**config.mk**
```make
export PLATFORM = sky130hd
export DESIGN_NAME = reg_access_filter
export DESIGN_NICKNAME = d
export VERILOG_FILES = /design/src/rtl/raf_pkg.sv /design/src/rtl/raf_sec_mask.sv /design/src/rtl/raf_cfg_regs.sv /design/src/rtl/raf_data_path.sv /design/src/rtl/reg_access_filter.sv
export SDC_FILE = /design/constraint.sdc
export NUM_CORES = 1
export LEC_CHECK = 0
export ABC_AREA = 1
export BUFFER_PORTS_ARGS = -buffer_cell sky130_fd_sc_hd__buf_4
export CAP_MARGIN = 5
export CORE_ASPECT_RATIO = 1.25
export CORE_MARGIN = 4
export CORE_UTILIZATION = 35
export DETAILED_ROUTE_END_ITERATION = 7
export PLACE_DENSITY = 0.83
export SYNTH_ARGS = -nofsm -noshare
export SYNTH_HDL_FRONTEND = slang
export SYNTH_SLANG_ARGS = --single-unit
```
**constraint.sdc**
```tcl
create_clock -name clk_i -period 3.6 [get_ports clk_i]
set_input_delay 0.54 -clock clk_i [delete_from_list [all_inputs] [get_ports clk_i]]
set_output_delay 0.54 -clock clk_i [all_outputs]
set_load 0.03 [all_outputs]
```
**src/rtl/raf_pkg.sv**
```systemverilog
package raf_pkg;
  // group owning bit b of bank register r; shifts per register so groups span registers
  function automatic int unsigned grp_of(int unsigned reg_idx, int unsigned bit_idx,
                                         int unsigned slice, int unsigned n_grp);
    return ((bit_idx / slice) + reg_idx) % n_grp;
  endfunction
endpackage

```
**src/rtl/raf_sec_mask.sv**
```systemverilog
module raf_sec_mask #(
  parameter int DATA_W = 16,
  parameter int N_REG  = 4,
  parameter int N_GRP  = 4,
  parameter int ADDR_W = 4
) (
  input  logic [ADDR_W-1:0] addr_i,
  input  logic [N_GRP-1:0]  sec_cfg_i,
  output logic [DATA_W-1:0] sec_bits_o
);
  localparam int SLICE = DATA_W / N_GRP;
  localparam int IDX_W = (N_REG > 1) ? $clog2(N_REG) : 1;
  localparam logic [ADDR_W-1:0] BANK_LIM = ADDR_W'(N_REG);

  logic [N_REG-1:0][DATA_W-1:0] map;

  for (genvar r = 0; r < N_REG; r++) begin : g_reg
    for (genvar b = 0; b < DATA_W; b++) begin : g_bit
      localparam int unsigned GRP = raf_pkg::grp_of(r, b, SLICE, N_GRP);
      assign map[r][b] = sec_cfg_i[GRP];
    end
  end

  assign sec_bits_o = (addr_i < BANK_LIM) ? map[addr_i[IDX_W-1:0]] : '0;
endmodule

```
**src/rtl/raf_cfg_regs.sv**
```systemverilog
module raf_cfg_regs #(
  parameter int DATA_W = 16,
  parameter int N_REG  = 4,
  parameter int N_GRP  = 4,
  parameter int ADDR_W = 4,
  parameter int CFG_W  = (N_GRP > 2) ? N_GRP : 2
) (
  input  logic              clk_i,
  input  logic              rst_ni,
  input  logic [ADDR_W-1:0] addr_i,
  input  logic [CFG_W-1:0]  cfg_wdata_i,
  input  logic              wr_i,
  input  logic              rd_i,
  input  logic              secure_i,
  input  logic              priv_i,
  output logic [N_GRP-1:0]  sec_cfg_o,
  output logic              priv_ok_o,
  output logic [DATA_W-1:0] cfg_rdata_o,
  output logic              illegal_o,
  output logic              irq_o
);
  localparam logic [ADDR_W-1:0] SEC_ADDR = ADDR_W'(N_REG);
  localparam logic [ADDR_W-1:0] CTL_ADDR = ADDR_W'(N_REG + 1);
  localparam logic [ADDR_W-1:0] STA_ADDR = ADDR_W'(N_REG + 2);

  logic [N_GRP-1:0] sec_cfg_q;
  logic prot_q, irq_en_q, flag_q, ill_q;
  logic hit_sec, hit_ctl, hit_sta, priv_ok;
  logic sec_wr, ctl_wr, flag_clr, evt;

  assign hit_sec = addr_i == SEC_ADDR;
  assign hit_ctl = addr_i == CTL_ADDR;
  assign hit_sta = addr_i == STA_ADDR;
  assign priv_ok = priv_i | ~prot_q;

  assign sec_wr   = wr_i & hit_sec & secure_i & priv_ok;
  assign ctl_wr   = wr_i & hit_ctl & priv_ok;
  assign flag_clr = wr_i & hit_sta & secure_i & priv_ok & cfg_wdata_i[0];
  assign evt      = (rd_i | wr_i) & hit_sec & ~secure_i;

  always_ff @(posedge clk_i or negedge rst_ni) begin
    if (!rst_ni) begin
      sec_cfg_q <= '0;
      prot_q    <= 1'b0;
      irq_en_q  <= 1'b0;
      flag_q    <= 1'b0;
      ill_q     <= 1'b0;
    end else begin
      if (sec_wr) sec_cfg_q <= cfg_wdata_i[N_GRP-1:0];
      if (ctl_wr) begin
        irq_en_q <= cfg_wdata_i[1];
        if (priv_i) prot_q <= cfg_wdata_i[0];  // protection bit: privileged writers only
      end
      if (evt) flag_q <= 1'b1;
      else if (flag_clr) flag_q <= 1'b0;
      ill_q <= evt;
    end
  end

  always_comb begin
    cfg_rdata_o = '0;
    if (hit_sec && secure_i && priv_ok) cfg_rdata_o = DATA_W'(sec_cfg_q);
    if (hit_ctl && priv_ok)             cfg_rdata_o = DATA_W'({irq_en_q, prot_q});
    if (hit_sta && priv_ok)             cfg_rdata_o = DATA_W'(flag_q);
  end

  assign sec_cfg_o = sec_cfg_q;
  assign priv_ok_o = priv_ok;
  assign illegal_o = ill_q;
  assign irq_o     = ill_q & irq_en_q;

  AST_EVT_HAS_CAUSE: assert property (@(posedge clk_i) disable iff (!rst_ni)
    illegal_o |-> $past((rd_i | wr_i) && addr_i == SEC_ADDR && !secure_i));
  AST_SECCFG_NS_HOLD: assert property (@(posedge clk_i) disable iff (!rst_ni)
    (wr_i && hit_sec && !secure_i) |=> $stable(sec_cfg_q));
  AST_IRQ_GATED: assert property (@(posedge clk_i) disable iff (!rst_ni)
    irq_o |-> irq_en_q);
  AST_PROT_UNPRIV_HOLD: assert property (@(posedge clk_i) disable iff (!rst_ni)
    (wr_i && hit_ctl && !priv_i) |=> $stable(prot_q));
  AST_UNPRIV_CFG_HOLD: assert property (@(posedge clk_i) disable iff (!rst_ni)
    (wr_i && !priv_i && prot_q) |=> ($stable(sec_cfg_q) && $stable(irq_en_q)));
  AST_FLAG_ON_EVT: assert property (@(posedge clk_i) disable iff (!rst_ni)
    illegal_o |-> flag_q);
endmodule

```
**src/rtl/raf_data_path.sv**
```systemverilog
module raf_data_path #(
  parameter int DATA_W = 16,
  parameter int N_REG  = 4,
  parameter int ADDR_W = 4
) (
  input  logic              clk_i,
  input  logic              rst_ni,
  input  logic [ADDR_W-1:0] addr_i,
  input  logic              wr_i,
  input  logic              rd_i,
  input  logic              secure_i,
  input  logic              priv_ok_i,
  input  logic [DATA_W-1:0] sec_bits_i,
  input  logic [DATA_W-1:0] bank_rdata_i,
  input  logic [DATA_W-1:0] cfg_rdata_i,
  output logic [DATA_W-1:0] rdata_o,
  output logic [DATA_W-1:0] wmask_o
);
  localparam logic [ADDR_W-1:0] BANK_LIM = ADDR_W'(N_REG);

  logic in_bank;
  logic [DATA_W-1:0] sec_allow, priv_allow, allow;

  assign in_bank    = addr_i < BANK_LIM;
  assign sec_allow  = secure_i ? '1 : ~sec_bits_i;
  assign priv_allow = {DATA_W{priv_ok_i}};
  assign allow      = sec_allow & priv_allow;

  assign wmask_o = (wr_i && in_bank) ? allow : '0;

  always_comb begin
    if (!rd_i)        rdata_o = '0;
    else if (in_bank) rdata_o = bank_rdata_i & allow;
    else              rdata_o = cfg_rdata_i;
  end

  AST_NS_RD_MASKED: assert property (@(posedge clk_i) disable iff (!rst_ni)
    (rd_i && !secure_i && in_bank) |-> ((rdata_o & sec_bits_i) == '0));
  AST_NS_WR_MASKED: assert property (@(posedge clk_i) disable iff (!rst_ni)
    (wr_i && !secure_i) |-> ((wmask_o & sec_bits_i) == '0));
  AST_UNPRIV_RD_ZERO: assert property (@(posedge clk_i) disable iff (!rst_ni)
    (rd_i && !priv_ok_i) |-> (rdata_o == '0));
endmodule

```
**src/rtl/reg_access_filter.sv**
```systemverilog
module reg_access_filter #(
  parameter int DATA_W = 16,
  parameter int N_REG  = 4,
  parameter int N_GRP  = 4,
  parameter int ADDR_W = 4
) (
  input  logic              clk_i,
  input  logic              rst_ni,
  input  logic [ADDR_W-1:0] addr_i,
  input  logic [DATA_W-1:0] wdata_i,
  input  logic              wr_i,
  input  logic              rd_i,
  input  logic              secure_i,
  input  logic              priv_i,
  input  logic [DATA_W-1:0] bank_rdata_i,
  output logic [DATA_W-1:0] rdata_o,
  output logic [DATA_W-1:0] bank_wdata_o,
  output logic [DATA_W-1:0] bank_wmask_o,
  output logic              illegal_o,
  output logic              irq_o
);
  localparam int CFG_W = (N_GRP > 2) ? N_GRP : 2;

  logic [N_GRP-1:0]  sec_cfg;
  logic [DATA_W-1:0] sec_bits, cfg_rdata;
  logic              priv_ok;

  raf_cfg_regs #(.DATA_W(DATA_W), .N_REG(N_REG), .N_GRP(N_GRP), .ADDR_W(ADDR_W), .CFG_W(CFG_W))
  i_cfg (
    .clk_i, .rst_ni, .addr_i,
    .cfg_wdata_i(wdata_i[CFG_W-1:0]),
    .wr_i, .rd_i, .secure_i, .priv_i,
    .sec_cfg_o(sec_cfg), .priv_ok_o(priv_ok), .cfg_rdata_o(cfg_rdata),
    .illegal_o, .irq_o
  );

  raf_sec_mask #(.DATA_W(DATA_W), .N_REG(N_REG), .N_GRP(N_GRP), .ADDR_W(ADDR_W))
  i_mask (.addr_i, .sec_cfg_i(sec_cfg), .sec_bits_o(sec_bits));

  raf_data_path #(.DATA_W(DATA_W), .N_REG(N_REG), .ADDR_W(ADDR_W))
  i_dp (
    .clk_i, .rst_ni, .addr_i, .wr_i, .rd_i, .secure_i,
    .priv_ok_i(priv_ok), .sec_bits_i(sec_bits),
    .bank_rdata_i, .cfg_rdata_i(cfg_rdata),
    .rdata_o, .wmask_o(bank_wmask_o)
  );

  assign bank_wdata_o = wdata_i;
endmodule

```
### Yosys cells after proc, flatten, opt, wreduce, memory -nomap -nowiden

Cells that the tools add are included.
W data, S select, Z words.

* flip-flop bits (word level): 8
* logic and storage cells: 48
* input port bits: 42
* output and inout bits: 50

* reductions and logical operators: 7
* $lt $le $gt $ge: 2
* eq/ne operators: 3
* muxes and demuxes: 12
* bitwise operators: 19

Operators by type and width (number)
* $mux W16: 6
* $and A16 B16 Y16: 2
* $bmux W16 S2: 1
* $not A16 Y16: 1
* $and A1 B1 Y1: 12
* $eq A4 B3 Y1 const B: 3
* $mux W4: 3
* $logic_and A1 B1 Y1: 5
* $lt A4 B3 Y1 const B: 1
* $lt A2 B3 Y1 const B: 1
* $mux W1: 2
* $not A1 Y1: 2
* $or A1 B1 Y1: 2
* $reduce_and A2 Y1: 1
* $reduce_bool A2 Y1: 1

### Logic depth before layout (Yosys ltp)

* depth in word-level cells: 9
* mapped depth: 9
* gate-level depth less buffers: 9

### By module

Synthesis repeated with hierarchy kept, for this count alone.

* cells, all modules: 284
* area, all modules: 1576.5 um2

Modules (own cells, without submodules)
* raf_data_path: seq. area each 0.0 um2, cells an instance 141, area each 618.1 um2, instances 1
* raf_cfg_regs: seq. area each 200.2 um2, cells an instance 84, area each 610.6 um2, instances 1
* raf_sec_mask: seq. area each 0.0 um2, cells an instance 43, area each 227.7 um2, instances 1
* reg_access_filter: seq. area each 0.0 um2, cells an instance 16, area each 120.1 um2, instances 1

### Least setup slack after synthesis

Ideal clock, no wire load.

* path type: input to output
* start: in addr_i[2]
* end: out bank_wmask_o[10]
* setup slack: 1.343 ns
* buffers on the path: 1
* arrival time: 1.717 ns
* required time: 3.060 ns
* stages: 7
* cells stage by stage: inv_1 > nand2_1 > nor2_1 > nand3_1 > nand2_1 > nor2_1 > buf_4

* longest elaborated chain between the ends: 6
* elaborated cells between the ends (all ways): 7
* those cells by class: order compare: 1; mux: 3; bitwise: 2; reduce/logical: 1

Ends and longest elaborated chain
* from (decl): line reg_access_filter.sv:9 `input logic [ADDR_W-1:0] addr_i,`
* $lt A4 B3 Y1 (*): line raf_sec_mask.sv:24, raf_data_path.sv:24
* $mux W16: line raf_sec_mask.sv:24 `assign sec_bits_o = (addr_i < BANK_LIM) ? map[addr_i[IDX_W-1:0]] : '0;`
* $not A16 Y16: line raf_data_path.sv:25 `assign sec_allow = secure_i ? '1 : ~sec_bits_i;`
* $mux W16: line raf_data_path.sv:25
* $and A16 B16 Y16: line raf_data_path.sv:27 `assign allow = sec_allow & priv_allow;`
* $mux W16 (*): line raf_data_path.sv:29 `assign wmask_o = (wr_i && in_bank) ? allow : '0;`
* to (decl): line reg_access_filter.sv:18 `output logic [DATA_W-1:0] bank_wmask_o,`

Mark *: on every way between the ends. The rest lies on a longest branch, timed or not.

### Final worst setup path

* start: in addr_i[2]
* end: out rdata_o[2]

* longest elaborated chain between the ends: 8
* elaborated cells between the ends (all ways): 18
* those cells by class: order compare: 1; eq/ne: 3; mux: 7; bitwise: 3; reduce/logical: 4

Ends and longest elaborated chain
* $lt A4 B3 Y1 / $eq A4 B3 Y1 (equally long branches): line raf_sec_mask.sv:24, raf_data_path.sv:24, raf_cfg_regs.sv:31
* $mux W16 / $logic_and A1 B1 Y1 (equally long branches): line raf_sec_mask.sv:24, raf_cfg_regs.sv:62
* $not A16 Y16 / $logic_and A1 B1 Y1 (equally long branches): line raf_data_path.sv:25, raf_cfg_regs.sv:62
* $mux W16 / $mux W4 (equally long branches): line raf_data_path.sv:25, raf_cfg_regs.sv:62
* $and A16 B16 Y16 / $mux W4 (equally long branches): line raf_data_path.sv:27, raf_cfg_regs.sv:63
* $and A16 B16 Y16 / $mux W4 (equally long branches): line raf_data_path.sv:33, raf_cfg_regs.sv:64
* $mux W16 (*): line raf_data_path.sv:33 `else if (in_bank) rdata_o = bank_rdata_i & allow;`
* $mux W16 (*): line raf_data_path.sv:32 `if (!rd_i) rdata_o = '0;`
* to (decl): line reg_access_filter.sv:16 `output logic [DATA_W-1:0] rdata_o,`

Marks and branches as above.

==> impl_metrics.yaml <==
timing:
  hold_viol: 0
  fin_skew_ps: 0.1903
  slew_viol_final: 0
  max_freq_ghz: 0.3924
  max_slew_margin_pct: 50.17
  rsz0062_at_grt: "no"
  fin_crit_sh_pct: 70.79
  worst_pin_slew_ps: 744.7
  fin_crit_ps: 2548
  setup_tns_ps: 0
  setup_viol: 0
run:
  maxCapViolations: 0
floorplanning:
  start_util_pct: 37.65
  coreArea_mm2: 0.002785
  rows: 21
  fp.dieArea_mm2: 0.003941
  die_h_um: 69.20
  die_w_um: 56.96
  io_pins: 92
placed_design:
  gp_congestion: 0.8931
  postPlaceCellArea_mm2: 0.001374
  dpl.cell_count: 243
  place_hpwl_um: 2365
  port_buffers: 67
routing:
  drc: 0
  vias: 1117
  routed_wl_um: 2740
  first_pass_iters: 4
  wl_per_cell_um: 11.14
  final_antenna_net_count: 0
  vias_per_cell: 4.541
  drtIter0Drc: 13
power:
  seqPwrFrac_pct: 34.9
  combinationalPowerShare_pct: 47.3
  power_density_mw_per_mm2: 252.2
  p_int_uw: 211.2
  pwr-share-clk_pct: 17.8
  p_switching_uw: 140.9
  sw_frac_of_total_pct: 40.02
  ir_drop_mv: 0.2495
  p_leak_uw: 0.0007845
cells_and_area:
  regArea_um2: 200.2
  n_antenna_cell: 0
  area.growth.synth_to_final_pct: 33.17
  nets: 256
  final_common_cell: "buf_4"
  fill_cells: 302
  final_cell_mix: "buf_4 (67), nand2_1 (47), nand3_1 (17), inv_1 (15), nor2_1 (15)"
  instances_no_fill: 246
  drive_gt1_share_pct: 43.87
  multiInputGateArea_um2: 564.3
  final_area_mm2: 0.001396
clock_tree:
  cts_tree: "done"
  cts_resized: 0
  cts-root-buf: "clkbuf_4"
  numClockSinks: 8
  clk_latency_ps: 240
  cts_buffer_depth: 2
  post_cts_buffers: 0
  numCtsBuffers: 3
  htreeDepth: 1
  cts_hold_buf: 0
  clk_pin_slew_worst_paths_ps: 50
synthesis:
  avgSynthCellArea_um2: 6.096
  seq_area_frac_synth_pct: 19.09
  syn_inst: 172
  ys_async_sr_fraction_pct: 100.0
  synth_warnings: 0
  synth.cell_area_mm2: 0.001049
  ys_types: 22
  ys_ff_latch: 8
  synth_edf_count: 0
  synth_ff_type: "dfrtp_1"
  synth_nets: 214
critical_path:
  arrival_ps: 2010
  worstPathMaxFanout: 13
  required_ps: 3060
  worst_setup_path_start_kind: "primary input"
  crit_type: "in2out"
  r2r_cells: 5
  cp-end-kind: "output pin"
global_routing:
  grt_pass1_wl_um: 4581
  grt_usage_pct: 13.57
  grt_pass1_vias: 1075
  grt_max_degree: 14
  grt.overflow.total: 0
  antenna_found_initial: 0
min_path:
  min_path_type: "in2async"
status:
  outcome: "finished clean"
-- critical path: stages --
cell and delay, ps:
buf_4 110, inv_1 60, nand2_1 100, nor2_1 590, inv_1 150, o21ai_1 110
a21boi_1 170, buf_4 180
-- flip-flops by register name, indices dropped and copies added, names as in the netlist --
name and cells:
i_cfg.irq_en_q 1, i_cfg.flag_q 1, i_cfg.prot_q 1, i_cfg.illegal_o 1, i_cfg.sec_cfg_o 4
-- synthesized netlist by cell type (2+ instances only) --
| library cell | n | share of area [%] |
|---|---|---|
| nand2_1 | 47 | 17 |
| buf_4 | 28 | 20 |
| nand3_1 | 17 | 8.1 |
| inv_1 | 15 | 5.4 |
| nor2_1 | 15 | 5.4 |
| nor2_2 | 13 | 7.8 |
| dfrtp_1 | 8 | 19 |
| o21ai_1 | 5 | 2.4 |
| o21ai_0 | 4 | 1.9 |
| nand2_2 | 3 | 1.8 |
| a21boi_1 | 2 | 1.4 |
| buf_2 | 2 | 0.95 |
| inv_2 | 2 | 0.72 |
| nand3_2 | 2 | 1.9 |
| or2_1 | 2 | 1.2 |
-- logic make-up (layout without fill, tap and decap cells) --
family,Yosys count,in the layout,synth area share (%)
AOI/OAI and AO/OA,14,14,7.756
DFF,8,8,19.09
and+or+nand+nor,103,103,46.06
buffers and inverters,47,87,27.09
-- power by group through the flow --
stage               logic (uW)  registers (uW)  clock network, uW
floorplan                  140             118                  0
detailed placement         168             124                  0
global route               185             124               69.9
CTS                        169             122               66.3
global placement           165             123                  0
finish                     167             123               62.7
-- path summary, 6_finish.rpt --
kind                                               to  slack, ps                     start
max                                        rdata_o[2]       1050                 addr_i[2]
min                        i_cfg.irq_en_q$_DFFE_PN0N_        100                    rst_ni
max reg2reg                  i_cfg.flag_q$_DFFE_PN0P_       2250  i_cfg.prot_q$_DFFE_PN0P_
min reg2reg                  i_cfg.flag_q$_DFFE_PN0P_        520  i_cfg.flag_q$_DFFE_PN0P_
max in group asynchronous    i_cfg.prot_q$_DFFE_PN0P_       3370                    rst_ni
min in group clk_i           i_cfg.flag_q$_DFFE_PN0P_        520  i_cfg.flag_q$_DFFE_PN0P_
-- per-layer routing --
metal	part of all wire, %	global-route usage [%]	vias up
li1	-	-	587
met1	41	15.71	488
met2	51	25.16	40
met3	8.5	2.421	2
met4	0.073	3.093	0
met5	0	0	-
-- stage by stage --
step	worst slack [ps]	utilization (%)	total power (uW)	hold slack [ps]
finish	1052	50.13	352.2	104.9
global route	823.9	50.13	378.7	100.3
CTS	1047	50.13	357.4	99.55
detailed placement	1050	49.33	292.2	360.7
global placement	1082	49.33	287.4	359.6
floorplan	1343	-	258.3	244.4
-- area by class of cell --
cell class | count | area share [%]
Tap cell | 34 | 3.047
Multi-Input combinational cell | 117 | 40.41
Timing Repair Buffer | 67 | 36.02
Clock buffer | 3 | 1.613
Inverter | 17 | 4.570
Sequential cell | 8 | 14.34
No activity file was read; power rests on OpenSTA's default activity.
